--- src/rtl/snd_dec_pkg.sv ---
package snd_dec_pkg;
  localparam int REGION_N = 6;

  typedef enum logic [2:0] {
    RG_RAM  = 3'd0,
    RG_FM   = 3'd1,
    RG_BANK = 3'd2,
    RG_PSG  = 3'd3,
    RG_VID  = 3'd4,
    RG_WIN  = 3'd5
  } region_e;

  typedef struct packed {
    logic [REGION_N-1:0] regionSel;
    logic                bankShift;
    logic                missHit;
    logic                missRead;
    logic                winRead;
    logic                vidRead;
  } decStrobe_t;
endpackage

--- src/rtl/snd_dec_ctrl.sv ---
module snd_dec_ctrl
  import snd_dec_pkg::*;
#(
  parameter int ADDR_W = 16
) (
  input  logic              accValid,
  input  logic              accWrite,
  input  logic [ADDR_W-1:0] accAddr,
  output decStrobe_t        strobe
);
  localparam int PAGE_W = 8;
  localparam logic [PAGE_W-1:0] BANK_PAGE = 8'h60;
  localparam logic [PAGE_W-1:0] VID_PAGE  = 8'h7F;
  localparam logic [ADDR_W-1:0] PSG_MASK  = 16'hFFF9;
  localparam logic [ADDR_W-1:0] PSG_MATCH = 16'h7F11;

  logic [PAGE_W-1:0] page;
  logic isRam, isFm, isWin, isBankPage, isPsg, isVidPage;
  logic [REGION_N-1:0] hit;
  logic [REGION_N-1:0] sel;

  assign page       = accAddr[ADDR_W-1 -: PAGE_W];
  assign isRam      = (accAddr[ADDR_W-1 -: 2] == 2'b00);
  assign isFm       = (accAddr[ADDR_W-1 -: 3] == 3'b010);
  assign isWin      = accAddr[ADDR_W-1];
  assign isBankPage = (page == BANK_PAGE);
  assign isPsg      = ((accAddr & PSG_MASK) == PSG_MATCH);
  assign isVidPage  = (page == VID_PAGE);

  always_comb begin
    hit          = '0;
    hit[RG_RAM]  = isRam;
    hit[RG_FM]   = isFm;
    hit[RG_BANK] = accWrite & isBankPage;
    hit[RG_PSG]  = accWrite & isPsg;
    hit[RG_VID]  = ~accWrite & isVidPage;
    hit[RG_WIN]  = isWin;
  end

  genvar g;
  generate
    for (g = 0; g < REGION_N; g++) begin : g_sel
      assign sel[g] = accValid & hit[g];
    end
  endgenerate

  always_comb begin
    strobe.regionSel = sel;
    strobe.bankShift = sel[RG_BANK];
    strobe.missHit   = accValid & ~(|sel);
    strobe.missRead  = accValid & ~accWrite & ~(|sel);
    strobe.winRead   = sel[RG_WIN] & ~accWrite;
    strobe.vidRead   = sel[RG_VID];
  end
endmodule

--- src/rtl/snd_dec_path.sv ---
module snd_dec_path
  import snd_dec_pkg::*;
#(
  parameter int ADDR_W   = 16,
  parameter int DATA_W   = 8,
  parameter int MAIN_W   = 24,
  parameter int RAM_W    = 13,
  parameter int WAIT_W   = 2,
  parameter int WIN_WAIT = 3,
  parameter int VID_WAIT = 2
) (
  input  logic              clk,
  input  logic              rstN,
  input  decStrobe_t        strobe,
  input  logic [ADDR_W-1:0] accAddr,
  input  logic [DATA_W-1:0] accWData,
  output logic [RAM_W-1:0]  ramIndex,
  output logic [1:0]        fmPort,
  output logic [MAIN_W-1:0] busAddr,
  output logic [WAIT_W-1:0] waitCycles,
  output logic [DATA_W-1:0] rdFill,
  output logic              errFlag
);
  localparam int WIN_W  = ADDR_W - 1;
  localparam int BANK_W = MAIN_W - WIN_W;

  logic [BANK_W-1:0] bankQ;
  logic [BANK_W-1:0] bankNext;

  assign bankNext = {accWData[0], bankQ[BANK_W-1:1]};

  always_ff @(posedge clk or negedge rstN) begin
    if (!rstN) begin
      bankQ   <= '0;
      errFlag <= 1'b0;
    end else begin
      if (strobe.bankShift) bankQ <= bankNext;
      errFlag <= strobe.missHit;
    end
  end

  assign busAddr  = {bankQ, accAddr[WIN_W-1:0]};
  assign ramIndex = accAddr[RAM_W-1:0];
  assign fmPort   = accAddr[1:0];
  assign rdFill   = strobe.missRead ? {DATA_W{1'b1}} : '0;

  always_comb begin
    if (strobe.winRead)      waitCycles = WAIT_W'(WIN_WAIT);
    else if (strobe.vidRead) waitCycles = WAIT_W'(VID_WAIT);
    else                     waitCycles = '0;
  end
endmodule

--- src/rtl/snd_addr_decoder.sv ---
module snd_addr_decoder
  import snd_dec_pkg::*;
#(
  parameter int ADDR_W = 16,
  parameter int DATA_W = 8,
  parameter int MAIN_W = 24,
  parameter int RAM_W  = 13,
  parameter int WAIT_W = 2
) (
  input  logic              clk,
  input  logic              rstN,
  input  logic              accValid,
  input  logic              accWrite,
  input  logic [ADDR_W-1:0] accAddr,
  input  logic [DATA_W-1:0] accWData,
  output logic [5:0]        regionSel,
  output logic [RAM_W-1:0]  ramIndex,
  output logic [1:0]        fmPort,
  output logic [MAIN_W-1:0] busAddr,
  output logic [WAIT_W-1:0] waitCycles,
  output logic [DATA_W-1:0] rdFill,
  output logic              errFlag
);
  decStrobe_t strobe;

  snd_dec_ctrl #(.ADDR_W(ADDR_W)) u_ctrl (
    .accValid(accValid),
    .accWrite(accWrite),
    .accAddr (accAddr),
    .strobe  (strobe)
  );

  snd_dec_path #(
    .ADDR_W(ADDR_W), .DATA_W(DATA_W), .MAIN_W(MAIN_W),
    .RAM_W(RAM_W), .WAIT_W(WAIT_W)
  ) u_path (
    .clk       (clk),
    .rstN      (rstN),
    .strobe    (strobe),
    .accAddr   (accAddr),
    .accWData  (accWData),
    .ramIndex  (ramIndex),
    .fmPort    (fmPort),
    .busAddr   (busAddr),
    .waitCycles(waitCycles),
    .rdFill    (rdFill),
    .errFlag   (errFlag)
  );

  assign regionSel = strobe.regionSel;
endmodule

--- config.mk ---
export PLATFORM = sky130hd
export DESIGN_NAME = snd_addr_decoder
export DESIGN_NICKNAME = d
export VERILOG_FILES = /design/src/rtl/snd_dec_pkg.sv /design/src/rtl/snd_dec_ctrl.sv /design/src/rtl/snd_dec_path.sv /design/src/rtl/snd_addr_decoder.sv
export SDC_FILE = /design/constraint.sdc
export NUM_CORES = 1
export LEC_CHECK = 0
export BUFFER_PORTS_ARGS = -buffer_cell sky130_fd_sc_hd__buf_2
export CORE_MARGIN = 3
export CORE_UTILIZATION = 35
export CTS_BUF_LIST = sky130_fd_sc_hd__clkbuf_16
export DETAILED_ROUTE_END_ITERATION = 12
export GPL_TIMING_DRIVEN = 1
export HOLD_SLACK_MARGIN = 0.08
export PLACE_DENSITY_LB_ADDON = 0.1
export SLEW_MARGIN = 15
export SYNTH_ARGS = -nofsm -noshare
export SYNTH_HDL_FRONTEND = slang
export SYNTH_HIERARCHICAL = 1
export SYNTH_SLANG_ARGS = --single-unit
--- constraint.sdc ---
create_clock -name clk -period 4.8 [get_ports clk]
set_input_delay 1.44 -clock clk [delete_from_list [all_inputs] [get_ports clk]]
set_output_delay 1.44 -clock clk [all_outputs]
set_load 0.005 [all_outputs]
Word-level counts from Yosys, hierarchy flattened

Cells that the tools add are included.
Widths: inputs -> output; s select.

Word-level logic and storage cells: 26
Output and inout bits: 56
Register bits: 10

Bitwise logic cells: 15
Reductions and logical operators: 2
Mux-type cells: 3
Eq/ne operators: 4

Operator list:

| kind                 | number |
|---|---|
| $eq 8x7->1 const B   | 2 |
| $eq 14x13->1 const B | 1 |
| $and 1x1->1          | 13 |
| $mux 8               | 1 |
| $reduce_or 6->1      | 1 |
| $mux 2               | 2 |
| $eq 3x2->1 const B   | 1 |
| $logic_not 2->1      | 1 |
| $not 1->1            | 2 |

Depth between registers and ports, before layout

Gate-level depths: netlist (run 1).

Word-level depth: 7
Gate-level depth with buffers: 5
Gate-level depth less buffers: 4

Cells and area by module

Netlist (run 1), hierarchy kept.

By module, submodules not included:

| module       | cells each | area each (sq um) | instances | sequential area each (sq um) |
|---|---|---|---|---|
| snd_dec_path | 60         | 695.7             | 1         | 250.2 |
| snd_dec_ctrl | 26         | 168.9             | 1         | 0.0 |

Worst setup path before layout (run 1)

OpenSTA, ideal clock, no wires.

Kind: input to output
From: input port accAddr[12]
To: output port rdFill[0]
Data arrival time: 2.838 ns
Stages on the path: 4
Required time: 3.360 ns
Path slack: 0.522 ns
Path buffers: 1
Cells stage by stage: and4_1 > and3_1 > nor4b_1 > buf_4

RTL lines:

| what        | RTL line               | RTL |
|---|---|---|
| from (decl) | snd_addr_decoder.sv:14 | `input logic [ADDR_W-1:0] accAddr,` |
| to (decl)   | snd_addr_decoder.sv:21 | `output logic [DATA_W-1:0] rdFill,` |

Worst setup path after layout (run 1)

From: input port accAddr[12]
To: output port rdFill[3]

Word-level cells in the longest chain between the ends: 7

RTL lines:

| what                                  | RTL line                                                   | RTL |
|---|---|---|
| $eq 14x13->1 (tied with other cells)  | snd_dec_ctrl.sv:27                                         | `assign isPsg = ((accAddr & PSG_MASK) == PSG_MATCH);` |
| $and 1x1->1, on equally long branches | snd_dec_ctrl.sv:35, snd_dec_ctrl.sv:34, snd_dec_ctrl.sv:36 |  |
| $and 1x1->1                           | snd_dec_ctrl.sv:43                                         | `assign sel[g] = accValid & hit[g];` |
| $reduce_or 6->1 (*)                   | snd_dec_ctrl.sv:51                                         | `strobe.missRead = accValid & ~accWrite & ~(\|sel);` |
| $not 1->1 (*)                         | snd_dec_ctrl.sv:51                                         |  |
| $and 1x1->1 (*)                       | snd_dec_ctrl.sv:51                                         |  |
| $mux 8 (*)                            | snd_dec_path.sv:45                                         | `assign rdFill = strobe.missRead ? {DATA_W{1'b1}} : '0;` |

Every way passes the cells marked *; elsewhere a longest branch is shown, timed or not.

==> results of run 1 <==
-- metrics by stage --
| stage | cells | power [mW] | utilization | worst slack [ns] | hold slack (ns) |
|---|---|---|---|---|---|
| floorplan | 86 | 0.115 | - | 0.522 | 0.507 |
| global placement | 143 | 0.122 | 0.413 | 0.731 | 0.494 |
| detailed placement | 143 | 0.122 | 0.413 | 0.748 | 0.495 |
| CTS | 147 | 0.270 | 0.448 | 0.733 | 0.507 |
| global route | 147 | 0.277 | 0.448 | 0.628 | 0.539 |
| finish | 147 | 0.265 | 0.448 | 0.780 | 0.500 |
-- worst paths after layout --
kind	start	end	depth (start not counted)
max in group asynchronous	rstN	u_path/bankQ[8]	1
setup reg to reg	u_path/bankQ[3]	u_path/bankQ[2]	1
hold / removal	u_path/bankQ[0]	u_path/bankQ[0]	1
hold reg to reg	u_path/bankQ[0]	u_path/bankQ[0]	1
min in group asynchronous	rstN	u_path/bankQ[4]	1
setup / recovery	accAddr[12]	rdFill[3]	6
-- cell usage in the layout (no fill, tap or decap) --
master,n
sky130_fd_sc_hd__buf_2,69
sky130_fd_sc_hd__nand2_1,2
sky130_fd_sc_hd__nor4bb_1,1
sky130_fd_sc_hd__nor4_1,1
sky130_fd_sc_hd__and2_1,2
sky130_fd_sc_hd__or3_1,1
sky130_fd_sc_hd__mux2_4,9
sky130_fd_sc_hd__or2_2,1
sky130_fd_sc_hd__or4_1,1
sky130_fd_sc_hd__nand3_1,2
sky130_fd_sc_hd__and3_1,2
sky130_fd_sc_hd__buf_4,2
sky130_fd_sc_hd__a21oi_1,1
sky130_fd_sc_hd__nor4b_1,2
sky130_fd_sc_hd__and3b_1,1
sky130_fd_sc_hd__o311ai_1,1
sky130_fd_sc_hd__inv_1,2
sky130_fd_sc_hd__nor3b_1,1
sky130_fd_sc_hd__dfrtp_1,10
sky130_fd_sc_hd__nor2_1,1
sky130_fd_sc_hd__and4_1,1
sky130_fd_sc_hd__clkinv_1,1
sky130_fd_sc_hd__clkbuf_16,3
sky130_fd_sc_hd__a31o_2,1
sky130_fd_sc_hd__nor3_1,1
-- state kept, by name (all words and copies together) (netlist names) --
signal          flops
u_path/bankQ        9
u_path/errFlag      1
-- power by group --
part	leakage, nW	internal (mW)	total, mW	switching, mW
Sequential	0.139	0.0851	0.0854	0.000217
Combinational	0.442	0.0179	0.0346	0.0167
Clock	0.0385	0.109	0.145	0.0359
Total	0.620	0.212	0.265	0.0529
-- kinds of logic (layout without fill, tap and decap cells) --
family                 count (synthesis)  in the layout  share of synthesized area
AO/OA/AOI/OAI                          3              3                     0.0260
buffers and inverters                 44             77                      0.378
flip-flops                            10             10                      0.289
multiplexers                           9              9                      0.156
AND/OR/NAND/NOR                       20             20                      0.151
-- final cells by class --
type	instances	area (um^2)	share of cell area
clock inverter	1	3.75	0.00368
timing repair buffer	71	360	0.353
clock buffer	3	75.1	0.0736
sequential	10	250	0.245
multi-input combinational	32	288	0.282
tap	28	35.0	0.0344
inverter	2	7.51	0.00736
-- routing by layer --
layer	vias to the layer above	wire [um]	share of wire	GRT usage
met1	301	630	0.38	0.116
met2	45	766	0.46	0.166
met4	0	25	0.015	0.0590
li1	317	-	-	-
met5	-	0	0	0
met3	6	239	0.14	0.0441
==> results.txt, run 1 <==
----------------------------------------------------
[Clock network]
  Clk root buf ... sky130_fd_sc_hd__clkbuf_16
  Post-CTS clock slew at the launch and capture registers of the worst setup and hold paths ... 0.04 ns
  Resized cells post-CTS ... 0
  Clock tree from TritonCTS ... yes
  Buffers inserted by post-CTS timing repair ... 0
  Cts hold-fix bufs ... 0
  TritonCTS sink count ... 10
  Number of levels in the clock H-tree ... 1
  CTS Buffer Depth ... 2
  Cts bufs inserted ... 3
  Clock latency reported for the late side of the worst-skew pair ... 0.23 ns

[Synth]
  Synth Register Bits ... 10
  Sequential share of the synthesized area ... 0.289
  Most area-consuming cells after synthesis ... sky130_fd_sc_hd__buf_4 (36%), sky130_fd_sc_hd__dfrtp_1 (29%), sky130_fd_sc_hd__mux2_4 (16%)
  Most frequent cell after synthesis ... sky130_fd_sc_hd__buf_4
  Post-synthesis instance total ... 86
  Proportion of synthesized flip-flops having asynchronous set or reset ... 1.00
  Main synth FF type ... sky130_fd_sc_hd__dfrtp_1
  Yosys warns ... 6
  Synth Area per Inst ... 10.1 um^2
  Unique cell type count in the Yosys netlist ... 23
  Cell taking the most area after synthesis ... sky130_fd_sc_hd__buf_4
  Top post-synthesis cells by count ... sky130_fd_sc_hd__buf_4 (41), sky130_fd_sc_hd__dfrtp_1 (10), sky130_fd_sc_hd__mux2_4 (9)
  Area share of the leading cell type in the synthesized netlist ... 0.356
  Mapped cell area ... 865 um^2
  Number of enable flip-flop cells after synthesis ... 0
  Syn_nets ... 114

[Timing]
  Maximum clock frequency ... 249 MHz
  Final setup viols ... 0
  Setup TNS ... 0 ns
  Endpoints failing hold ... 0
  Slew at the pin closest to its max-slew limit ... 0.401 ns
  Share of the cycle needed by the critical path after routing ... 0.837
  Setup repair after global routing missed its margin ... false
  Tightest slew margin relative to the limit ... 0.729
  Number of pins with negative max-slew slack in the final report ... 0
  Time the worst path needs with I/O delays and setup ... 4.02 ns
  Clock skew after layout ... ~0.0049 ns

[Drt]
  DR WL/cell ... 11.3 um
  Via total after detailed routing ... between 600 and 700
  Routed via count divided by cell count ... roughly 4.6
  Initial detailed-routing violation count ... 4
  Iteration count of the initial detailed-routing pass ... 2
  Remaining DRCs ... 0
  Count of nets left with antenna violations after detail routing ... 0
  Detailed-route wire length ... ~1.7 mm

[Cells and area]
  Antenna diode count ... 0
  Share of layout cells above drive strength 1 ... 0.714
  Fillers ... 240
  Post-route cell area ... 1020 um^2
  Final nets ... 148
  P&R area growth vs syn ... 17.9%

[Die]
  Number of standard-cell rows in the floorplan ... 17
  Die ar. ... 3100 um^2
  Die height ... 55.7 um
  Initial standard-cell utilization of the core ... 0.380
  Io pins ... 84
  Core Region ... between 2000 and 2500 um^2
  Die boundary width ... 55.7 um

[Placed design]
  IO buf count ... between 60 and 70
  Placed wire-length estimate after detailed placement ... 1.39 mm
  RD Place Congestion ... 0.672
  Total cell area at the placement stage ... 941 um^2

[Setup path]
  Chain of cells forming the critical path ... buf_2, and4_1, and3_1, nor4b_1, buf_4, buf_2
  Number of buffers and inverters on the critical path ... 3
  Most used cell, CP ... sky130_fd_sc_hd__buf_2
  Slack of the worst reg-to-reg path ... 4.02 ns
  Data required time of the critical path ... ~3.4 ns
  Critical-path top delay cell ... sky130_fd_sc_hd__nor4b_1
  Max FO, Critical Path ... 8
  Arrival @ worst endpoint ... ~2.6 ns
  Startpoint Class ... input pin
  Category of cells accounting for the largest share of critical-path delay ... simple AND/OR/NAND/NOR gates
  Highest cell delay on the worst timing path ... between 0.3 and 0.4 ns
  Nature of the critical path endpoint ... primary output
  Class of the most critical setup path ... in2out

[Power]
  Total power per unit cell area ... around 260 nW/um^2
  Peak VDD IR ... about 0.2 mV
  Leakage power ... 0.620 nW

[Global routing]
  Wire length of the first global-routing pass ... 2.59 mm
  Total overflow reported by the global router ... 0
  Number of antenna violations at the first check in global routing ... 0
  All-Layer GR Usage ... 0.104
  Number of global-route vias before repair ... 584
  Largest net degree at the start of global routing ... 11

[Job]
  Number of maximum-capacitance violations ... 0

[Status]
  Result of the run ... completed

[Hold path]
  Worst min-delay path category ... reg2reg

----------------------------------------------------
Note: power is estimated with default switching activity, not from simulation.
==> inputs of run 2 (changes only) <==
- ABC_AREA: default -> 1
- CORE_UTILIZATION: 35 -> 32
- clock period: 4.8 -> 3.3 ns (I/O delays scaled with it)
==> results.txt, run 2 <==
----------------------------------------------------
[Timing]
  Final setup viols ... 0 (unchanged)
  WHS ... 0.463 ns (-0.0370 ns)
  Slew at the pin closest to its max-slew limit ... 0.318 ns (-0.0835 ns)
  Share of the cycle needed by the critical path after routing ... 0.909
  Endpoints failing hold ... 0 (unchanged)
  Clock skew after layout ... 0.000603 ns (-0.00428 ns)
  Setup TNS ... 0 ns (unchanged)
  Number of pins with negative max-slew slack in the final report ... 0 (unchanged)
  Maximum clock frequency ... ~330 MHz
  Setup repair after global routing missed its margin ... false
  Time the worst path needs with I/O delays and setup ... 3.00 ns
  Tightest slew margin relative to the limit ... 0.786 (+0.0575)

[Die]
  Die ar. ... 3340 um^2 (+7.8%)
  Die boundary width ... 57.8 um (+3.8%)
  Io pins ... 84 (unchanged)
  Number of standard-cell rows in the floorplan ... 18 (+1)
  Initial standard-cell utilization of the core ... 0.341 (-0.0391)
  Die height ... 57.8 um (+3.8%)
  Core Region ... 2520 um^2 (+11%)

[Synth]
  Main synth FF type ... sky130_fd_sc_hd__dfrtp_1
  Synth Area per Inst ... 7.22 um^2 (-28%)
  Sequential share of the synthesized area ... 0.291 (+0.00169)
  Area share of the leading cell type in the synthesized netlist ... 0.358 (+0.00207)
  Cell taking the most area after synthesis ... sky130_fd_sc_hd__buf_4
  Syn_nets ... 147 (+29%)
  Most frequent cell after synthesis ... sky130_fd_sc_hd__buf_4
  Synth Register Bits ... 10 (unchanged)
  Top post-synthesis cells by count ... sky130_fd_sc_hd__buf_4 (41), sky130_fd_sc_hd__nand2_1 (35), sky130_fd_sc_hd__dfrtp_1 (10)
  Proportion of synthesized flip-flops having asynchronous set or reset ... 1.00 (unchanged)
  Unique cell type count in the Yosys netlist ... 16 (-30%)
  Most area-consuming cells after synthesis ... sky130_fd_sc_hd__buf_4 (36%), sky130_fd_sc_hd__dfrtp_1 (29%), sky130_fd_sc_hd__nand2_1 (15%)
  Post-synthesis instance total ... 119 (+38%)
  Number of enable flip-flop cells after synthesis ... 0 (unchanged)
  Yosys warns ... 6 (unchanged)
  Mapped cell area ... 860 um^2 (-0.58%)

[Cells and area]
  P&R area growth vs syn ... 17.5%
  Largest register by flop count ... u_path/bankQ
  Leading cell type in the layout, fill and taps excluded ... sky130_fd_sc_hd__buf_2
  Area occupied by registers ... 250 um^2 (unchanged)
  Area of combinational cells with multiple inputs ... 249 um^2 (-13%)
  Post-route cell area ... 1010 um^2 (-0.98%)
  Antenna diode count ... 0 (unchanged)
  Share of layout cells above drive strength 1 ... 0.530 (-0.184)
  Highest-count cells in the layout ignoring fill and taps ... sky130_fd_sc_hd__buf_2 (69), sky130_fd_sc_hd__nand2_1 (35), sky130_fd_sc_hd__dfrtp_1 (10), sky130_fd_sc_hd__inv_1 (9), sky130_fd_sc_hd__nor2_1 (7)
  Biggest registers after layout ... u_path/bankQ: 9 flops, u_path/errFlag: 1 flops
  Fillers ... 280 (+17%)
  Flip-flop count of the largest register, all copies and words added ... 9 (unchanged)
  Final nets ... 180 (+22%)

[Clock network]
  TritonCTS sink count ... 10 (unchanged)
  Cts hold-fix bufs ... 0 (unchanged)
  Post-CTS clock slew at the launch and capture registers of the worst setup and hold paths ... 0.04 ns (about the same)
  Buffers inserted by post-CTS timing repair ... 0 (unchanged)
  Cts bufs inserted ... 3 (unchanged)
  Clock latency reported for the late side of the worst-skew pair ... 0.23 ns (about the same)
  Resized cells post-CTS ... 0 (unchanged)
  CTS Buffer Depth ... 2 (unchanged)
  Number of levels in the clock H-tree ... 1 (unchanged)
  Clk root buf ... sky130_fd_sc_hd__clkbuf_16
  Clock tree from TritonCTS ... yes

[Placed design]
  Placed wire-length estimate after detailed placement ... 1.47 mm (+5.4%)
  RD Place Congestion ... 0.692 (+3.0%)
  IO buf count ... 69 (unchanged)
  Total cell area at the placement stage ... 931 um^2 (-1.1%)

[Setup path]
  Capture point of the worst reg-to-reg path ... u_path/bankQ[3]
  Number of cells on the worst reg-to-reg path ... 2 (+1)
  Highest cell delay on the worst timing path ... 0.27 ns (-0.04 ns)
  Category of cells accounting for the largest share of critical-path delay ... simple AND/OR/NAND/NOR gates
  Nature of the critical path endpoint ... primary output
  Arrival @ worst endpoint ... 2.01 ns (-0.57 ns)
  Number of buffers and inverters on the critical path ... 4 (+1)
  Max FO, Critical Path ... 8 (unchanged)
  Chain of cells forming the critical path ... buf_2, inv_2, nand3_2, nand2_1, inv_1, a21oi_2, nand3_2, nor2_1, buf_2
  Critical-path top delay cell ... sky130_fd_sc_hd__nor2_1
  Class of the most critical setup path ... in2out
  Slack of the worst reg-to-reg path ... 2.67 ns (-1.35 ns)
  Startpoint Class ... input pin
  Number of cells on the critical path ... 9 (+3)
  Crit Reg-Reg Startpoint ... u_path/bankQ[4]
  Data required time of the critical path ... 2.31 ns (-1.05 ns)

[Drt]
  Highest signal layer in the routed design ... met4
  Routed via count divided by cell count ... 4.01 (-12%)
  Initial detailed-routing violation count ... 15 (+11)
  Amount of wire on met2 after detailed routing ... 855 um (+12%)
  Total length of routed met3 wires ... 173 um (-28%)
  DR WL/cell ... 9.57 um (-15%)
  Met1 WL ... 680 um (+7.9%)
  Via total after detailed routing ... 726 (+8.5%)
  Iteration count of the initial detailed-routing pass ... 4 (+2)
  Detailed-route wire length ... 1.73 mm (+4.3%)
  Count of nets left with antenna violations after detail routing ... 0 (unchanged)
  Remaining DRCs ... 0 (unchanged)

[Hold path]
  Hold Path Origin ... u_path/bankQ[0]
  Count of cells along the worst hold path ... 2 (+1)
  Worst min-delay path category ... reg2reg
  Hold worst-path end ... u_path/bankQ[0]

[Global routing]
  Number of antenna violations at the first check in global routing ... 0 (unchanged)
  Largest net degree at the start of global routing ... 11 (unchanged)
  Number of global-route vias before repair ... 670 (+15%)
  Total overflow reported by the global router ... 0 (unchanged)
  Wire length of the first global-routing pass ... 2.76 mm (+6.7%)
  All-Layer GR Usage ... 0.105 (+0.00122)

[Power]
  Peak VDD IR ... 0.253 mV (+28%)
  Leakage power ... 0.688 nW (+11%)
  Total power per unit cell area ... 388 nW/um^2 (+49%)

[Status]
  Result of the run ... completed

[Job]
  Number of maximum-capacitance violations ... 0 (unchanged)

----------------------------------------------------
==> run 2: changes by cell type after synthesis, sizes merged, moves of 2 or more <==
cell / previous run / this run
and2: 2 / 0
inv: 2 / 11
nand3: 2 / 4
nand2: 2 / 35
mux2: 9 / 0
and3: 2 / 0
nor4b: 2 / 0
nor2: 1 / 8
nor3: 1 / 4
==> run 2: where the power goes <==
group	switching, mW	internal, mW	total [mW]
Sequential	0.000433	0.124	0.125
Combinational	0.0294	0.0278	0.0572
Clock	0.0515	0.158	0.210
Total	0.0813	0.310	0.392
==> run 2: routing by layer <==
layer	vias to the layer above	track usage
li1	382	-
met1	307	0.122
met2	35	0.169
met3	2	0.0290
met4	0	0.0695
met5	-	0
==> run 2: worst reg2reg max path, delay by kind of cell, from the launching register on <==
family / cells / cell delay (ns)
flops: 1 / 0.39
simple gates: 2 / 0.13
==> run 2: stage by stage <==
step | utilization | cells | setup slack (ns) | power [mW]
finish | 0.400 | 181 | 0.301 | 0.392
global route | 0.400 | 181 | 0.124 | 0.413
CTS | 0.400 | 181 | 0.274 | 0.400
detailed placement | 0.369 | 177 | 0.282 | 0.185
global placement | 0.369 | 177 | 0.309 | 0.185
floorplan | - | 119 | 0.460 | 0.176
==> run 2: final cells by class <==
cell class,count,share of cell area
Multi-Input combinational cell,56,0.247
Sequential cell,10,0.248
Inverter,11,0.0409
Tap cell,30,0.0372
Timing Repair Buffer,70,0.349
Clock inverter,1,0.00372
Clock buffer,3,0.0743
==> run 2: logic make-up after synthesis <==
group / count (synthesis) / synth area share
buffers and inverters: 53 / 0.419
AO/OA/AOI/OAI: 1 / 0.0102
flip-flops: 10 / 0.291
AND/OR/NAND/NOR: 55 / 0.280
==> run 2: how the worst max path moves through the flow <==
stage	startpoint	endpoint	slack (ns)
global route	accAddr[9]	rdFill[6]	0.12
global placement	accAddr[15]	rdFill[5]	0.31
floorplan	accAddr[15]	rdFill[0]	0.46
detailed placement	accAddr[15]	rdFill[6]	0.28
CTS	accAddr[15]	rdFill[6]	0.27
finish	accAddr[15]	rdFill[3]	0.30
==> inputs of run 3 (changes only) <==
- CORE_ASPECT_RATIO: default -> 1.75
- CORE_UTILIZATION: 32 -> 33
- CTS_BUF_LIST: sky130_fd_sc_hd__clkbuf_16 -> sky130_fd_sc_hd__clkbuf_4 sky130_fd_sc_hd__clkbuf_8
==> results.txt, run 3 (synthesized netlist as in run 2, its figures left out) <==
----------------------------------------------------
[Status]
  Result of the run ... completed

[Cells and area]
  Share of layout cells above drive strength 1 ... 0.536 (+0.00662)
  Biggest registers after layout ... u_path/bankQ: 9 flops, u_path/errFlag: 1 flops
  Largest register by flop count ... u_path/bankQ
  Leading cell type in the layout, fill and taps excluded ... sky130_fd_sc_hd__buf_2
  Share of the core filled with cells ... 0.410 (+0.00986)
  Antenna diode count ... 0 (unchanged)
  Fillers ... 264 (-5.7%)
  P&R area growth vs syn ... 14.0%
  Flip-flop count of the largest register, all copies and words added ... 9 (unchanged)
  Final nets ... 180 (unchanged)
  Highest-count cells in the layout ignoring fill and taps ... sky130_fd_sc_hd__buf_2 (69), sky130_fd_sc_hd__nand2_1 (35), sky130_fd_sc_hd__dfrtp_1 (10), sky130_fd_sc_hd__inv_1 (9), sky130_fd_sc_hd__nor2_1 (7)

[Setup path]
  Chain of cells forming the critical path ... buf_2, inv_2, nand3_2, nand2_1, inv_1, a21oi_2, nand3_2, nor2_1, buf_2
  Max FO, Critical Path ... 8 (unchanged)
  Class of the most critical setup path ... in2out
  Data required time of the critical path ... 2.31 ns (about the same)
  Nature of the critical path endpoint ... primary output
  Number of buffers and inverters on the critical path ... 4 (unchanged)
  Highest cell delay on the worst timing path ... 0.30 ns (+0.03 ns)
  Critical-path top delay cell ... sky130_fd_sc_hd__nor2_1
  Category of cells accounting for the largest share of critical-path delay ... simple AND/OR/NAND/NOR gates
  Startpoint Class ... input pin
  Arrival @ worst endpoint ... 2.07 ns (+0.06 ns)

[Placed design]
  Placed wire-length estimate after detailed placement ... 1.55 mm (+5.7%)
  IO buf count ... 69 (unchanged)
  RD Place Congestion ... 0.765 (+10%)

[Drt]
  Count of nets left with antenna violations after detail routing ... 0 (unchanged)
  Remaining DRCs ... 0 (unchanged)
  Iteration count of the initial detailed-routing pass ... 4 (unchanged)
  Routed via count divided by cell count ... 4.20 (+4.8%)
  Initial detailed-routing violation count ... 8 (-7)
  Via total after detailed routing ... 740 (+1.9%)
  DR WL/cell ... 10.1 um (+5.9%)
  Detailed-route wire length ... 1.78 mm (+2.9%)

[Timing]
  WHS ... 0.469 ns (+0.00585 ns)
  Setup repair after global routing missed its margin ... false
  Slew at the pin closest to its max-slew limit ... 0.367 ns (+0.0494 ns)
  Number of pins with negative max-slew slack in the final report ... 0 (unchanged)
  Share of the cycle needed by the critical path after routing ... 0.929 (+0.0198)
  Maximum clock frequency ... 326 MHz (-2.1%)
  Setup TNS ... 0 ns (unchanged)
  Time the worst path needs with I/O delays and setup ... 3.06 ns (+0.0654 ns)
  Tightest slew margin relative to the limit ... 0.754 (-0.0319)
  Endpoints failing hold ... 0 (unchanged)
  Final setup viols ... 0 (unchanged)
  Clock skew after layout ... 0.00236 ns (+0.00176 ns)

[Clock network]
  Buffers inserted by post-CTS timing repair ... 0 (unchanged)
  Post-CTS clock slew at the launch and capture registers of the worst setup and hold paths ... 0.05 ns (about the same)
  Cts bufs inserted ... 3 (unchanged)
  Cts hold-fix bufs ... 0 (unchanged)
  Resized cells post-CTS ... 0 (unchanged)
  TritonCTS sink count ... 10 (unchanged)
  Clk root buf ... sky130_fd_sc_hd__clkbuf_8
  CTS Buffer Depth ... 2 (unchanged)
  Number of levels in the clock H-tree ... 1 (unchanged)
  Clock tree from TritonCTS ... yes
  Clock latency reported for the late side of the worst-skew pair ... 0.23 ns (about the same)

[Global routing]
  All-Layer GR Usage ... 0.112 (+0.00623)
  Total overflow reported by the global router ... 0 (unchanged)
  Wire length of the first global-routing pass ... 2.75 mm (-0.51%)
  Number of global-route vias before repair ... 681 (+1.6%)
  Number of antenna violations at the first check in global routing ... 0 (unchanged)
  Largest net degree at the start of global routing ... 11 (unchanged)

[Die]
  Initial standard-cell utilization of the core ... 0.360 (+0.0191)
  Die ar. ... 3280 um^2 (-2.0%)
  Core Region ... 2390 um^2 (-5.3%)
  Die boundary width ... 44.6 um (-23%)
  Die height ... 73.5 um (+27%)
  Io pins ... 84 (unchanged)
  Number of standard-cell rows in the floorplan ... 23 (+5)

[Job]
  Number of maximum-capacitance violations ... 0 (unchanged)

[Power]
  Leakage power ... 0.678 nW (-1.4%)
  Peak VDD IR ... 0.140 mV (-45%)
  Total power per unit cell area ... 338 nW/um^2 (-13%)

[Hold path]
  Worst min-delay path category ... reg2reg

----------------------------------------------------
-- run 3: cell types whose count changed in the layout (fill, tap and decap cells not counted), sizes merged --
| cell | change |
|---|---|
| clkinv | -1 |
| clkbuf | +1 |
-- run 3: tightest hold or removal path: stages, from the launching register on --
cell and delay [ns]:
sky130_fd_sc_hd__dfrtp_1 0.34, sky130_fd_sc_hd__nand2_1 0.05, sky130_fd_sc_hd__nand2_1 0.05
-- run 3: power by group --
part,switching [mW],internal (mW)
clock network,0.0445,0.105
registers,0.000350,0.124
logic,0.0302,0.0279
total,0.0750,0.256
-- run 3: path summary, 6_finish.rpt --
check / startpoint / endpoint / slack (ns) / cells past startpoint
worst min register to register: u_path/bankQ[0] / u_path/bankQ[0] / 0.47 / 2
max in group asynchronous: rstN / u_path/bankQ[5] / 2.51 / 1
min in group asynchronous: rstN / u_path/bankQ[4] / 0.61 / 1
worst max-delay path: accAddr[15] / rdFill[5] / 0.24 / 9
worst max register to register: u_path/bankQ[3] / u_path/bankQ[2] / 2.67 / 2
worst min-delay path: u_path/bankQ[0] / u_path/bankQ[0] / 0.47 / 2
-- run 3: per-stage QoR --
stage / cell area [um^2] / cells / setup slack (ns) / power, mW
final: 980 / 176 / 0.235 / 0.331
after detailed placement: 925 / 172 / 0.226 / 0.186
after floorplan: 860 / 119 / 0.460 / 0.176
after CTS: 980 / 176 / 0.214 / 0.340
after global routing: 980 / 176 / 0.0766 / 0.354
after global placement: 925 / 172 / 0.267 / 0.185
-- run 3: final cells by class --
cell class              instances  area (um^2)  share of cell area
well taps                      25         31.3              0.0319
repair buffers                 70          353               0.360
flip-flops and latches         10          250               0.255
clock buffers                   4         55.1              0.0562
multi-input cells              56          249               0.254
inverters                      11         41.3              0.0421
-- run 3: layer usage --
layer,track usage,up-vias,share of wire
met5,0,-,0
met4,0.0604,0,0.011
met2,0.205,35,0.55
met3,0.0294,2,0.10
li1,-,381,-
met1,0.106,322,0.33
